### config.mk
export PLATFORM = sky130hd
export DESIGN_NAME = rsv_supervisor
export DESIGN_NICKNAME = d
export VERILOG_FILES = /design/src/rtl/rsv_pkg.sv /design/src/rtl/rsv_sync.sv /design/src/rtl/rsv_wdog.sv /design/src/rtl/rsv_hold.sv /design/src/rtl/rsv_supervisor.sv
export SDC_FILE = /design/constraint.sdc
export NUM_CORES = 1
export LEC_CHECK = 0
export ABC_AREA = 1
export CORE_MARGIN = 2
export CORE_UTILIZATION = 52
export CTS_CLUSTER_SIZE = 30
export DETAILED_ROUTE_END_ITERATION = 10
export MAX_ROUTING_LAYER = met4
export PLACE_DENSITY = 0.81
export SLEW_MARGIN = 10
export SYNTH_ARGS = -nofsm -noshare
export SYNTH_HDL_FRONTEND = slang
export SYNTH_SLANG_ARGS = --single-unit
export TNS_END_PERCENT = 1
### constraint.sdc
create_clock -name clk_i -period 1.27 [get_ports clk_i]
set_clock_uncertainty 0.1 [all_clocks]
set_input_delay 0.254 -clock clk_i [delete_from_list [all_inputs] [get_ports clk_i]]
set_output_delay 0.254 -clock clk_i [all_outputs]
set_load 0.02 [all_outputs]
### src/rtl/rsv_pkg.sv
package rsv_pkg;
  typedef enum logic [1:0] {
    WD_LONG  = 2'b00,
    WD_MID   = 2'b01,
    WD_SHORT = 2'b10,
    WD_OFF   = 2'b11
  } wd_sel_e;
endpackage

### src/rtl/rsv_sync.sv
module rsv_sync #(
  parameter int          W       = 1,
  parameter logic [W-1:0] RST_VAL = '0
) (
  input  logic         clk_i,
  input  logic         rst_ni,
  input  logic [W-1:0] d_i,
  output logic [W-1:0] q_o
);
  logic [W-1:0] meta_q, sync_q;

  always_ff @(posedge clk_i or negedge rst_ni) begin
    if (!rst_ni) begin
      meta_q <= RST_VAL;
      sync_q <= RST_VAL;
    end else begin
      meta_q <= d_i;
      sync_q <= meta_q;
    end
  end

  assign q_o = sync_q;
endmodule

### src/rtl/rsv_wdog.sv
module rsv_wdog
  import rsv_pkg::*;
#(
  parameter int PERIOD_LONG  = 1400,
  parameter int PERIOD_MID   = 600,
  parameter int PERIOD_SHORT = 200
) (
  input  logic    clk_i,
  input  logic    rst_ni,
  input  logic    kick_i,
  input  logic    hold_i,
  input  wd_sel_e sel_i,
  output logic    expire_o
);
  localparam int MAXP = (PERIOD_LONG > PERIOD_MID)
                        ? ((PERIOD_LONG > PERIOD_SHORT) ? PERIOD_LONG : PERIOD_SHORT)
                        : ((PERIOD_MID > PERIOD_SHORT) ? PERIOD_MID : PERIOD_SHORT);
  localparam int CW = $clog2(MAXP + 1);

  wd_sel_e       sel_q;
  logic [CW-1:0] cnt_q, lim;
  logic          restart;

  always_comb begin
    case (sel_i)
      WD_LONG:  lim = CW'(PERIOD_LONG);
      WD_MID:   lim = CW'(PERIOD_MID);
      WD_SHORT: lim = CW'(PERIOD_SHORT);
      default:  lim = CW'(PERIOD_LONG);
    endcase
  end

  // any of these starts the period over from zero
  assign restart = kick_i || hold_i || (sel_i != sel_q) || (sel_i == WD_OFF);

  always_ff @(posedge clk_i or negedge rst_ni) begin
    if (!rst_ni) begin
      sel_q    <= WD_OFF;
      cnt_q    <= '0;
      expire_o <= 1'b0;
    end else begin
      sel_q <= sel_i;
      if (restart) begin
        cnt_q    <= '0;
        expire_o <= 1'b0;
      end else if (cnt_q == lim - CW'(1)) begin
        cnt_q    <= '0;
        expire_o <= 1'b1;
      end else begin
        cnt_q    <= cnt_q + CW'(1);
        expire_o <= 1'b0;
      end
    end
  end
endmodule

### src/rtl/rsv_hold.sv
module rsv_hold #(
  parameter int HOLD_TICKS = 200
) (
  input  logic clk_i,
  input  logic rst_ni,
  input  logic trig_i,
  output logic active_o
);
  localparam int HW = $clog2(HOLD_TICKS + 1);

  logic [HW-1:0] cnt_q;

  always_ff @(posedge clk_i or negedge rst_ni) begin
    if (!rst_ni) begin
      active_o <= 1'b1;
      cnt_q    <= '0;
    end else if (trig_i) begin
      active_o <= 1'b1;
      cnt_q    <= '0;
    end else if (active_o) begin
      if (cnt_q == HW'(HOLD_TICKS - 1)) begin
        active_o <= 1'b0;
        cnt_q    <= '0;
      end else begin
        cnt_q <= cnt_q + HW'(1);
      end
    end
  end
endmodule

### src/rtl/rsv_supervisor.sv
module rsv_supervisor
  import rsv_pkg::*;
#(
  parameter int HOLD_TICKS   = 200,
  parameter int PERIOD_LONG  = 1400,
  parameter int PERIOD_MID   = 600,
  parameter int PERIOD_SHORT = 200,
  parameter bit ACTIVE_LOW   = 1'b1
) (
  input  logic       clk_i,
  input  logic       rst_ni,
  input  logic       supply_ok_i,
  input  logic       wdi_i,
  input  logic [1:0] wd_sel_i,
  output logic       sys_rst_o,
  output logic       busy_o
);
  logic [1:0] sync_q;
  logic       wdi_d_q, wd_kick, wd_expire, in_rst, hold_trig;

  // bit 1: supply flag (resets to "bad"), bit 0: restart line (idles high)
  rsv_sync #(.W(2), .RST_VAL(2'b01)) u_sync (
    .clk_i (clk_i),
    .rst_ni(rst_ni),
    .d_i   ({supply_ok_i, wdi_i}),
    .q_o   (sync_q)
  );

  always_ff @(posedge clk_i or negedge rst_ni) begin
    if (!rst_ni) wdi_d_q <= 1'b1;
    else         wdi_d_q <= sync_q[0];
  end

  assign wd_kick = wdi_d_q & ~sync_q[0];

  rsv_wdog #(
    .PERIOD_LONG (PERIOD_LONG),
    .PERIOD_MID  (PERIOD_MID),
    .PERIOD_SHORT(PERIOD_SHORT)
  ) u_wdog (
    .clk_i   (clk_i),
    .rst_ni  (rst_ni),
    .kick_i  (wd_kick),
    .hold_i  (in_rst),
    .sel_i   (wd_sel_e'(wd_sel_i)),
    .expire_o(wd_expire)
  );

  assign hold_trig = ~sync_q[1] | wd_expire;

  rsv_hold #(.HOLD_TICKS(HOLD_TICKS)) u_hold (
    .clk_i   (clk_i),
    .rst_ni  (rst_ni),
    .trig_i  (hold_trig),
    .active_o(in_rst)
  );

  assign busy_o = in_rst;

  generate
    if (ACTIVE_LOW) begin : g_rst_low
      assign sys_rst_o = ~in_rst;
    end else begin : g_rst_high
      assign sys_rst_o = in_rst;
    end
  endgenerate
endmodule

==> summary.md <==
| Metric | Value |
|---|---|
| Outcome | `complete, but fails checks` |
| Violated checks | `setup timing` |
| Die width | `57.7 µm` |
| Yosys warning total | `0` |
| Unrepaired setup endpoints after global routing | `yes` |
| Initial core utilization | `0.544` |
| Critical register-to-register path startpoint | `u_wdog.cnt_q[0]$_DFF_PN0_` |
| CTS tree | `yes` |
| Min-delay worst type | `in -> async` |
| Synth Area in Compound Gates | `0.0308` |
| CTS root buffer | `clkbuf_4` |
| Number of flops mapped to enable cells by yosys | `0` |
| Clock Latency Late Sink | `0.32 ns` |
| Leak pwr | `0.000886 µW` |
| Critical Path Fanout Max | `3` |
| Synth area leader | `dfrtp_1` |
| Avg Cell Area, Syn | `around 8 µm²` |
| Fraction of the mapped netlist area in adder cells | `0.0417` |
| Final hold slack | `~0.17 ns` |
| Sequential area share after synthesis | `0.472` |
| GPL Wtd Cong | `0.825` |
| Synth Cell Area | `roughly 1500 µm²` |
| Unique masters post-synth | `24` |
| Vias in the first global route | `1,380` |
| Longest Clk Path Bufs | `2` |
| Worst R2R Setup Slack | `-0.13 ns` |
| NumNets Final | `227` |
| Pins Over Slew Limit | `0` |
| Final worst-path cycle share | `1.11` |
| Reg clk slew, reported paths | `0.15 ns` |
| Final WL | `3230 µm` |
| Total CTS buffers | `3` |
| Net Count, Synth | `approximately 190` |
| CP peak stage delay | `0.58 ns` |
| Tightest Pin Transition | `roughly 0.26 ns` |
| Post-synthesis async set-or-reset flop share | `1.00` |
| HPWL after DPL | `2330 µm` |
| Placed Instances | `241` |
| Port buffer count | `7` |
| Dominant synthesized flop cell | `dfrtp_1` |
| Num rows | `19` |
| Die Area | `approximately 3300 µm²` |
| FF/Latch Area | `708 µm²` |
| Synth top area cells | `dfrtp_1 37%, nand2_1 16%, dfstp_2 11%` |
| Routed vias | `1,266` |
| Number of antenna violations at the first check in global routing | `0` |
| CP Capture Type | `output port` |
| Largest family of logic cells by synthesized area | `simple AND/OR/NAND/NOR gates` |
| Setup violators final | `17` |
| Post-synthesis xor/xnor area fraction | `0.0525` |
| CP Cell Sequence | `inv_2 -> buf_6` |
| Clk sinks | `28` |
| Power per cell area | `between 800 and 900 nW/µm²` |
| Largest net degree at the start of global routing | `29` |
| Inserted Diodes | `0` |
| Hold Vio Cnt, Final | `0` |
| Multi-input gate area | `between 800 and 900 µm²` |
| CP Launch Type | `flop` |
| GRT Util Overall | `0.226` |
| Share of the synthesized area in the top cell type | `0.367` |
| Cells after synthesis | `183` |
| Post-DR wirelength/cell | `13.1 µm` |
| Total power | `1640 µW` |
| Area growth syn-to-layout | `28.9%` |
| Crit Reg-Reg Endpoint | `u_wdog.cnt_q[6]$_DFF_PN0_` |
| Critical Path RT | `0.92 ns` |
| Fmax achieved | `0.709 GHz` |
| Worst slew margin | `0.826` |
| Layout cells sized above 1 | `0.353` |
| Drt pass-1 iters | `5` |
| CP max stage cell | `dfstp_2` |
| First-pass GRT wire length | `5630 µm` |
| # IOs | `8` |
| FILL cells | `roughly 200` |
| Via density | `5.15` |
| Drt drc | `0` |
| Yosys reg bits | `28` |
| Peak supply drop | `between 0.8 and 0.9 mV` |
| Post-synthesis mux area share | `0` |
| # H-tree levels | `1` |
| Post-synthesis simple-gate area fraction | `0.338` |
| Non-Filler Instances | `246` |
| Core area | `2760 µm²` |
| Antenna-violating nets left | `0` |
| Worst reg-to-reg path cell count | `8` |
| Crit Path Category | `reg -> out` |
| Commonest cells in the synthesized netlist | `63 x nand2_1, 22 x dfrtp_1, 22 x inv_1` |
| Height of the die | `57.7 µm` |
| Max-Cap Viols | `0` |
| Total grt overflow | `0` |
| Most common cell in the netlist | `nand2_1` |
| Final setup margin | `-0.141 ns` |
| Final min period | `1.41 ns` |
| Number of DRC markers in iteration 0 | `46` |
| Worst Path Arrival | `1.06 ns` |
-- state kept, by name (all words and copies together), names as in the netlist --
register and count:
u_hold.cnt_q 8, wdi_d_q 1, u_hold.active_o 1, u_wdog.cnt_q 11
u_sync.q_o 2, u_sync.meta_q 2, u_wdog.sel_q 2, u_wdog.expire_o 1
-- layout by cell type (no fill, tap or decap), types with 3 or more instances in the layout --
cell type	synthesis	routed
nand2_1	63	56
dfrtp_1	22	22
buf_4	0	20
inv_1	22	19
nor2_2	11	12
nor2_1	13	9
nand3_1	9	7
nand2_2	0	7
inv_2	3	6
nor2_4	3	6
dfstp_2	6	6
xor2_1	5	5
xnor2_1	4	4
o21ai_1	2	3
clkbuf_4	0	3
clkdlybuf4s50_1	0	3
-- stage by stage --
stage | TNS, ns | area [µm²] | worst slack, ns | util
4_1_cts | -1.86 | 1900 | -0.158 | 0.687
3_3_place_gp | -7.81 | 1780 | -0.599 | 0.644
3_5_place_dp | -9.38 | 1780 | -0.702 | 0.644
6_report | -1.85 | 1940 | -0.141 | 0.702
5_1_grt | -3.23 | 1940 | -0.196 | 0.702
2_1_floorplan | -0.780 | 1500 | -0.0857 | -
-- metal layers --
metal | wire [µm] | share of wire | track usage
met4 | 89 | 0.028 | 0.0897
met3 | 104 | 0.032 | 0.0558
met5 | 0 | 0 | -
met1 | 1290 | 0.40 | 0.228
met2 | 1740 | 0.54 | 0.414
-- final cells by class --
class,instances,share of cell area
clock buffer,3,0.0116
inverter,26,0.0504
sequential,28,0.366
tap,31,0.0200
clock inverter,1,0.0155
timing repair buffer,27,0.118
multi-input combinational,130,0.418
-- how the worst max path moves through the flow --
stage | from | end | slack, ns
after floorplan | u_wdog.cnt_q[0]$_DFF_PN0_ | u_wdog.cnt_q[6]$_DFF_PN0_ | -0.09
after global placement | wd_sel_i[0] | u_wdog.cnt_q[3]$_DFF_PN0_ | -0.60
after detailed placement | wd_sel_i[0] | u_wdog.cnt_q[6]$_DFF_PN0_ | -0.70
after CTS | u_hold.active_o$_DFF_PN1_ | sys_rst_o | -0.16
after global routing | u_hold.cnt_q[0]$_DFFE_PN0P_ | u_hold.cnt_q[6]$_DFFE_PN0P_ | -0.20
final | u_hold.active_o$_DFF_PN1_ | sys_rst_o | -0.14
-- timing repair --
| item | CTS | global route |
|---|---|---|
| setup endpoints to repair | 21 | 22 |
| gates cloned | 1 | 0 |
| setup buffers | 0 | 0 |
| pin swaps | 6 | 5 |
| resized for setup | 31 | 11 |
| hold buffers | 0 | 0 |
-- report_power, final --
part / total (µW) / internal (µW) / switching, µW
clock network: 575 / 319 / 256
logic: 135 / 61.4 / 73.4
registers: 926 / 917 / 9.44
-- kinds of logic after synthesis --
logic type / after synthesis
flip-flops: 28
adder cells (fa/ha/maj): 5
AND/OR/NAND/NOR: 107
buffers and inverters: 26
AO/OA/AOI/OAI: 8
XOR/XNOR: 9
-- critical path, delay by kind of cell, from the launching register on --
family | cells | cell delay, ns
buffers and inverters | 2 | 0.16
flip-flops | 1 | 0.58
Power figures use the tool's default switching activity.
